File: src/rtl/sar_adc_pkg.sv
`timescale 1ns/1ps
package sar_adc_pkg;

  // Strobes from control to datapath, one cycle each.
  typedef struct packed {
    logic start;  // trigger accepted, load MSB trial
    logic step;   // resolve current trial bit
    logic last;   // final step, latch result
  } sarStrobe_t;

  // Start source codes; the encoding is externally visible.
  typedef enum logic [2:0] {
    SRC_SW   = 3'b000,
    SRC_TMR0 = 3'b001,
    SRC_TMR2 = 3'b010,
    SRC_TMR1 = 3'b011,
    SRC_EXT  = 3'b100,
    SRC_TMR3 = 3'b101
  } startSrc_e;

endpackage

File: src/rtl/sar_adc_ctrl.sv
`timescale 1ns/1ps
module sar_adc_ctrl
  import sar_adc_pkg::*;
#(
  parameter int DATA_W  = 10,
  parameter int CLK_DIV = 4,
  parameter int N_TMR   = 4
) (
  input  logic             clk,
  input  logic             rstN,
  input  logic             enable,
  input  logic             contMode,
  input  logic [2:0]       startSel,
  input  logic             swStart,
  input  logic [N_TMR-1:0] tmrOvf,
  input  logic             extStart,
  output logic             busy,
  output sarStrobe_t       strobe
);

  localparam int DIV_W = (CLK_DIV > 1) ? $clog2(CLK_DIV) : 1;
  localparam int CNT_W = $clog2(DATA_W);

  // Rising-edge detection per timer input
  logic [N_TMR-1:0] tmrPrev;
  logic [N_TMR-1:0] tmrRise;

  genvar gi;
  generate
    for (gi = 0; gi < N_TMR; gi++) begin : g_tmrEdge
      always_ff @(posedge clk) begin
        if (!rstN) tmrPrev[gi] <= 1'b0;
        else       tmrPrev[gi] <= tmrOvf[gi];
      end
      assign tmrRise[gi] = tmrOvf[gi] & ~tmrPrev[gi];
    end
  endgenerate

  // Two-flop synchroniser then edge detect for the external pin
  logic extSync1, extSync2, extPrev, extRise;
  always_ff @(posedge clk) begin
    if (!rstN) begin
      extSync1 <= 1'b0;
      extSync2 <= 1'b0;
      extPrev  <= 1'b0;
    end else begin
      extSync1 <= extStart;
      extSync2 <= extSync1;
      extPrev  <= extSync2;
    end
  end
  assign extRise = extSync2 & ~extPrev;

  // Source select
  logic selTrig;
  always_comb begin
    unique case (startSel)
      SRC_SW:   selTrig = swStart;
      SRC_TMR0: selTrig = tmrRise[0];
      SRC_TMR1: selTrig = tmrRise[1];
      SRC_TMR2: selTrig = tmrRise[2];
      SRC_TMR3: selTrig = tmrRise[3];
      SRC_EXT:  selTrig = extRise;
      default:  selTrig = 1'b0;
    endcase
  end

  logic [DIV_W-1:0] divCnt;
  logic [CNT_W-1:0] bitCnt;
  logic             divWrap;

  assign divWrap      = busy && (divCnt == DIV_W'(CLK_DIV - 1));
  assign strobe.start = enable && !busy && (selTrig || contMode);
  assign strobe.step  = enable && divWrap;
  assign strobe.last  = strobe.step && (bitCnt == CNT_W'(DATA_W - 1));

  always_ff @(posedge clk) begin
    if (!rstN) begin
      busy   <= 1'b0;
      divCnt <= '0;
      bitCnt <= '0;
    end else if (!enable) begin
      busy   <= 1'b0;
      divCnt <= '0;
      bitCnt <= '0;
    end else if (strobe.start) begin
      busy   <= 1'b1;
      divCnt <= '0;
      bitCnt <= '0;
    end else if (busy) begin
      divCnt <= divWrap ? '0 : divCnt + 1'b1;
      if (strobe.step) bitCnt <= bitCnt + 1'b1;
      if (strobe.last) busy <= 1'b0;
    end
  end

endmodule

File: src/rtl/sar_adc_window.sv
`timescale 1ns/1ps
module sar_adc_window #(
  parameter int DATA_W = 10
) (
  input  logic [DATA_W-1:0] value,
  input  logic [DATA_W-1:0] lowLim,
  input  logic [DATA_W-1:0] highLim,
  input  logic              flagInside,
  output logic              hit
);

  logic inRange;
  assign inRange = (value >= lowLim) && (value <= highLim);
  assign hit     = flagInside ? inRange : !inRange;

endmodule

File: src/rtl/sar_adc_datapath.sv
`timescale 1ns/1ps
module sar_adc_datapath
  import sar_adc_pkg::*;
#(
  parameter int DATA_W = 10
) (
  input  logic              clk,
  input  logic              rstN,
  input  sarStrobe_t        strobe,
  input  logic              cmpIn,
  input  logic              eocIntEn,
  input  logic              winIntEn,
  input  logic              winInside,
  input  logic [DATA_W-1:0] winLow,
  input  logic [DATA_W-1:0] winHigh,
  input  logic              winClr,
  output logic [DATA_W-1:0] dacCode,
  output logic [DATA_W-1:0] result,
  output logic              done,
  output logic              eocIrq,
  output logic              winIrq
);

  localparam logic [DATA_W-1:0] MSB_MASK = {1'b1, {(DATA_W-1){1'b0}}};

  logic [DATA_W-1:0] trial, mask, nextTrial;
  logic              winHit;

  // Resolve current bit, then set the next lower trial bit
  always_comb begin
    nextTrial = trial;
    if (!cmpIn) nextTrial = nextTrial & ~mask;
    nextTrial = nextTrial | (mask >> 1);
  end

  sar_adc_window #(.DATA_W(DATA_W)) u_window (
    .value      (nextTrial),
    .lowLim     (winLow),
    .highLim    (winHigh),
    .flagInside (winInside),
    .hit        (winHit)
  );

  always_ff @(posedge clk) begin
    if (!rstN) begin
      trial  <= '0;
      mask   <= '0;
      result <= '0;
      done   <= 1'b0;
      eocIrq <= 1'b0;
      winIrq <= 1'b0;
    end else begin
      eocIrq <= strobe.last && eocIntEn;
      if (strobe.start) begin
        trial <= MSB_MASK;
        mask  <= MSB_MASK;
        done  <= 1'b0;
      end else if (strobe.step) begin
        trial <= nextTrial;
        mask  <= mask >> 1;
      end
      if (strobe.last) begin
        result <= nextTrial;
        done   <= 1'b1;
      end
      if (strobe.last && winIntEn && winHit) winIrq <= 1'b1;
      else if (winClr)                       winIrq <= 1'b0;
    end
  end

  assign dacCode = trial;

endmodule

File: src/rtl/sar_adc_seq.sv
`timescale 1ns/1ps
module sar_adc_seq
  import sar_adc_pkg::*;
#(
  parameter int DATA_W  = 10,
  parameter int CLK_DIV = 4
) (
  input  logic              clk,
  input  logic              rstN,
  input  logic              enable,
  input  logic              contMode,
  input  logic [2:0]        startSel,
  input  logic              swStart,
  input  logic              tmr0Ovf,
  input  logic              tmr1Ovf,
  input  logic              tmr2Ovf,
  input  logic              tmr3Ovf,
  input  logic              extStart,
  input  logic              cmpIn,
  input  logic              eocIntEn,
  input  logic              winIntEn,
  input  logic              winInside,
  input  logic [DATA_W-1:0] winLow,
  input  logic [DATA_W-1:0] winHigh,
  input  logic              winClr,
  output logic [DATA_W-1:0] dacCode,
  output logic              busy,
  output logic [DATA_W-1:0] result,
  output logic              done,
  output logic              eocIrq,
  output logic              winIrq
);

  sarStrobe_t strobe;

  sar_adc_ctrl #(.DATA_W(DATA_W), .CLK_DIV(CLK_DIV), .N_TMR(4)) u_ctrl (
    .clk      (clk),
    .rstN     (rstN),
    .enable   (enable),
    .contMode (contMode),
    .startSel (startSel),
    .swStart  (swStart),
    .tmrOvf   ({tmr3Ovf, tmr2Ovf, tmr1Ovf, tmr0Ovf}),
    .extStart (extStart),
    .busy     (busy),
    .strobe   (strobe)
  );

  sar_adc_datapath #(.DATA_W(DATA_W)) u_dp (
    .clk       (clk),
    .rstN      (rstN),
    .strobe    (strobe),
    .cmpIn     (cmpIn),
    .eocIntEn  (eocIntEn),
    .winIntEn  (winIntEn),
    .winInside (winInside),
    .winLow    (winLow),
    .winHigh   (winHigh),
    .winClr    (winClr),
    .dacCode   (dacCode),
    .result    (result),
    .done      (done),
    .eocIrq    (eocIrq),
    .winIrq    (winIrq)
  );

endmodule

File: config.mk
export PLATFORM = sky130hd
export DESIGN_NAME = sar_adc_seq
export DESIGN_NICKNAME = d
export VERILOG_FILES = /design/src/rtl/sar_adc_pkg.sv /design/src/rtl/sar_adc_ctrl.sv /design/src/rtl/sar_adc_window.sv /design/src/rtl/sar_adc_datapath.sv /design/src/rtl/sar_adc_seq.sv
export SDC_FILE = /design/constraint.sdc
export NUM_CORES = 1
export LEC_CHECK = 0
export BUFFER_PORTS_ARGS = -buffer_cell sky130_fd_sc_hd__buf_2
export CAP_MARGIN = 10
export CORE_MARGIN = 2
export CORE_UTILIZATION = 48
export CTS_CLUSTER_SIZE = 30
export DETAILED_ROUTE_END_ITERATION = 16
export PLACE_DENSITY = 0.76
export SYNTH_ARGS = -nofsm -noshare
export SYNTH_HDL_FRONTEND = slang
export SYNTH_HIERARCHICAL = 1
export SYNTH_SLANG_ARGS = --single-unit
export TNS_END_PERCENT = 10
File: constraint.sdc
create_clock -name clk -period 2.4 [get_ports clk]
set_clock_uncertainty 0.2 [all_clocks]
set_input_delay 0.12 -clock clk [delete_from_list [all_inputs] [get_ports clk]]
set_output_delay 0.12 -clock clk [all_outputs]
set_load 0.02 [all_outputs]
==> impl_metrics.yaml <==
final_layout:
  drive_gt1_share_pct: 38.9
  synthToLayoutAreaGrowth_pct: 36.7
  post-route-util_pct: 67.5
  final_cells: 448
  nets: 439
  regArea_um2: 955
  fillers: 404
  multi_input_area_um2: 1570
  n_antenna_cell: 0
  layout_common_cells: "61 x buf_2, 38 x dfxtp_1, 31 x a21oi_1"
  final_common_cell: "buf_2"
run_status:
  outcome: "complete, but fails checks"
  violations: "negative setup slack"
floorplan:
  io_pins: 62
  coreArea_um2: 5070
  die_width_um: 76.3
  fp.dieH_um: 76.3
  start_util_pct: 49.4
  core.rowCount: 26
  fp.dieArea_um2: 5810
worst_hold_path:
  whs_endpoint: "u_dp/mask[9]$_SDFFE_PN0P_"
  min_delay_path_depth: 2
  min_from: "rstN"
  hp-class: "input pin to flip-flop"
clock_network:
  cts_made_buffers: 5
  clock-sinks: 47
  clk_pin_slew_worst_paths_ns: 0.09
  clockBufferDepth: 2
  clkLatencyLatePin_ns: 0.30
  cts-root-buf: "clkbuf_8"
  tritoncts: "yes"
  cts_htree_levels: 2
routing:
  drtIter0Drc: 114
  dr.max_layer_used: "met4"
  wl_met3_um: 305
  routed_via_density: 5.31
  dr_total_vias: 2379
  drcViolationCount: 0
  wl_met1_um: 2830
  wl_met2_um: 3320
  drt-wirelength-per-cell_um: 14.7
  first_pass_iters: 4
  antenna_left: 0
  routed_wl_um: 6580
sta:
  rsz0062_at_grt: "yes"
  fmax_mhz: 416
  holdWs_ns: 0.0453
  fin_crit_ns: 2.40
  fin_setup_tns_ns: -0.00116
  setup_violations: 1
  worstMarginPinSlew_ns: 0.775
  maxSlewHeadroom_pct: 48.2
  maxSlewViolCount: 0
  fin_crit_sh_pct: 100
  fin_ws_ns: -0.00116
  finalHoldViolCount: 0
flow_run:
  drv_cap: 0
synth:
  synth_cell_type_count: 44
  netlist_area_um2: 2510
  ys_ff_latch: 47
  yosys.area.top_type_share_pct: 37.5
  ys.warnings.count: 6
  synth_ff_type: "dfxtp_1"
  synthTopCellsByArea: "dfxtp_1 38%, ha_1 11%, a21oi_1 8.8%"
  synth_area_per_cell_um2: 8.82
  synth_edf_count: 0
  synth-seq-area-share_pct: 37.5
  syn_inst: 284
  synth_area_leader_cell: "dfxtp_1"
  async_reset_ff_share_pct: 0
  synth_nets: 345
grt:
  grt.overflow.total: 0
  antenna_found_initial: 0
  grt_pass1_wl_um: 10100
  grtUsageTotal_pct: 21.2
  grt_max_degree: 26
  grt_pass1_vias: 2315
setup_path:
  ff2ff_path_depth: 11
  r2r-start: "u_dp/mask[8]$_SDFFE_PP0P_"
  crit_path_end_kind: "flip-flop"
  critical_path_class: "flip-flop to flip-flop"
  arrival_ns: 2.44
  cp-startpoint: "u_dp/mask[8]$_SDFFE_PP0P_"
  cp_max_fo: 3
  cp.required_ns: 2.44
  r2r_end: "u_dp/winIrq$_SDFFE_PN0P_"
  rrSetupSlack_ns: -0.001
  startpoint_type: "flip-flop"
power:
  p_per_area_nw_per_um2: 462
  leakage_uw: 0.00158
  ir_worst_vdd_v: 0.000298
place:
  numPortBuffers: 61
  numPlacedInstances: 427
  dp_hpwl_um: 4510
  place_congestion: 0.828
[worst max-delay path: stages, from the launching register on]
cell	delay, ns
dfxtp_2	0.36
nand2b_1	0.07
a21oi_2	0.17
inv_2	0.08
ha_1	0.31
nand4_1	0.15
nor2_1	0.07
a31o_2	0.26
o211a_1	0.24
a211oi_2	0.22
nand3_1	0.10
a21boi_1	0.12
[layout make-up]
cell class | instances | share of cell area [%]
multi-input combinational | 196 | 45.7
sequential | 47 | 27.9
timing repair buffer | 98 | 17.6
inverter | 30 | 3.29
tap | 70 | 2.56
clock buffer | 6 | 2.12
clock inverter | 1 | 0.876
[per-stage QoR]
step	setup WS (ns)	cell area, µm²	power, µW
6_report	-0.00116	3430	1580
5_1_grt	-0.130	3430	1650
4_1_cts	0.0192	3230	1560
3_5_place_dp	-0.165	3000	988
3_3_place_gp	-0.103	3000	983
2_1_floorplan	0.0831	2510	922
[cell families after synthesis]
| kind of cell | count (synthesis) | share of synthesized area (%) |
|---|---|---|
| AOI/OAI and AO/OA | 84 | 21.9 |
| and+or+nand+nor | 84 | 19.9 |
| DFF | 47 | 37.5 |
| buffers and inverters | 41 | 7.39 |
| adders and majority gates | 23 | 11.5 |
| xor gates and xnor gates | 3 | 1.05 |
| muxes | 2 | 0.799 |
[cell usage after synthesis, types with 2 or more instances]
| cell type | number |
|---|---|
| o21ai_0 | 13 |
| a21o_1 | 3 |
| a21oi_1 | 44 |
| nand2_1 | 15 |
| clkbuf_1 | 2 |
| o31a_1 | 2 |
| nor2_1 | 4 |
| nor2b_1 | 7 |
| mux2i_1 | 2 |
| buf_2 | 4 |
| buf_4 | 3 |
| xor2_1 | 2 |
| o211ai_2 | 2 |
| o21a_1 | 2 |
| nor3_1 | 6 |
| buf_6 | 2 |
| and3_2 | 2 |
| nor3b_1 | 3 |
| and2_1 | 9 |
| and3_1 | 2 |
| ha_1 | 23 |
| a311oi_1 | 8 |
| dfxtp_1 | 47 |
| nand2b_1 | 22 |
| inv_1 | 30 |
| nand4_1 | 5 |
| nand3b_1 | 3 |
[registers in the layout, indices dropped and copies added (netlist names), 2 cells and up]
register / count
u_dp/result: 10
u_dp/mask: 10
u_ctrl/bitCnt: 4
u_dp/dacCode: 10
u_ctrl/tmrPrev: 4
u_ctrl/divCnt: 2
[power breakdown]
group / switching, µW / total, µW / leakage (µW) / internal (µW)
Sequential: 7.62 / 796 / 0.000386 / 789
Clock: 261 / 567 / 0.0000513 / 306
Combinational: 107 / 218 / 0.00115 / 111
Total: 376 / 1580 / 0.00158 / 1210
[routing by layer]
layer,track usage (%),up-vias
met2,35.8,59
met1,26.2,1128
met3,4.74,15
met4,8.55,0
li1,-,1177
met5,0,-
[how the worst max path moves through the flow]
stage               slack, ns  depth (start not counted)                        to
floorplan                0.08                         11  u_dp/winIrq$_SDFFE_PN0P_
global placement        -0.10                         12  u_dp/winIrq$_SDFFE_PN0P_
detailed placement      -0.16                         12  u_dp/winIrq$_SDFFE_PN0P_
CTS                      0.02                         11  u_dp/winIrq$_SDFFE_PN0P_
global route            -0.13                         11  u_dp/winIrq$_SDFFE_PN0P_
finish                 -0.001                         11  u_dp/winIrq$_SDFFE_PN0P_
[timing repair]
item / CTS / global route
gates resized for setup: 17 / 29
setup buffers: 1 / 5
hold buffers: 8 / 0
pin swaps: 4 / 18
endpoints found under the hold margin: 7 / 0
endpoints found under the setup margin: 1 / 1
No activity file was read; power rests on OpenSTA's default activity.
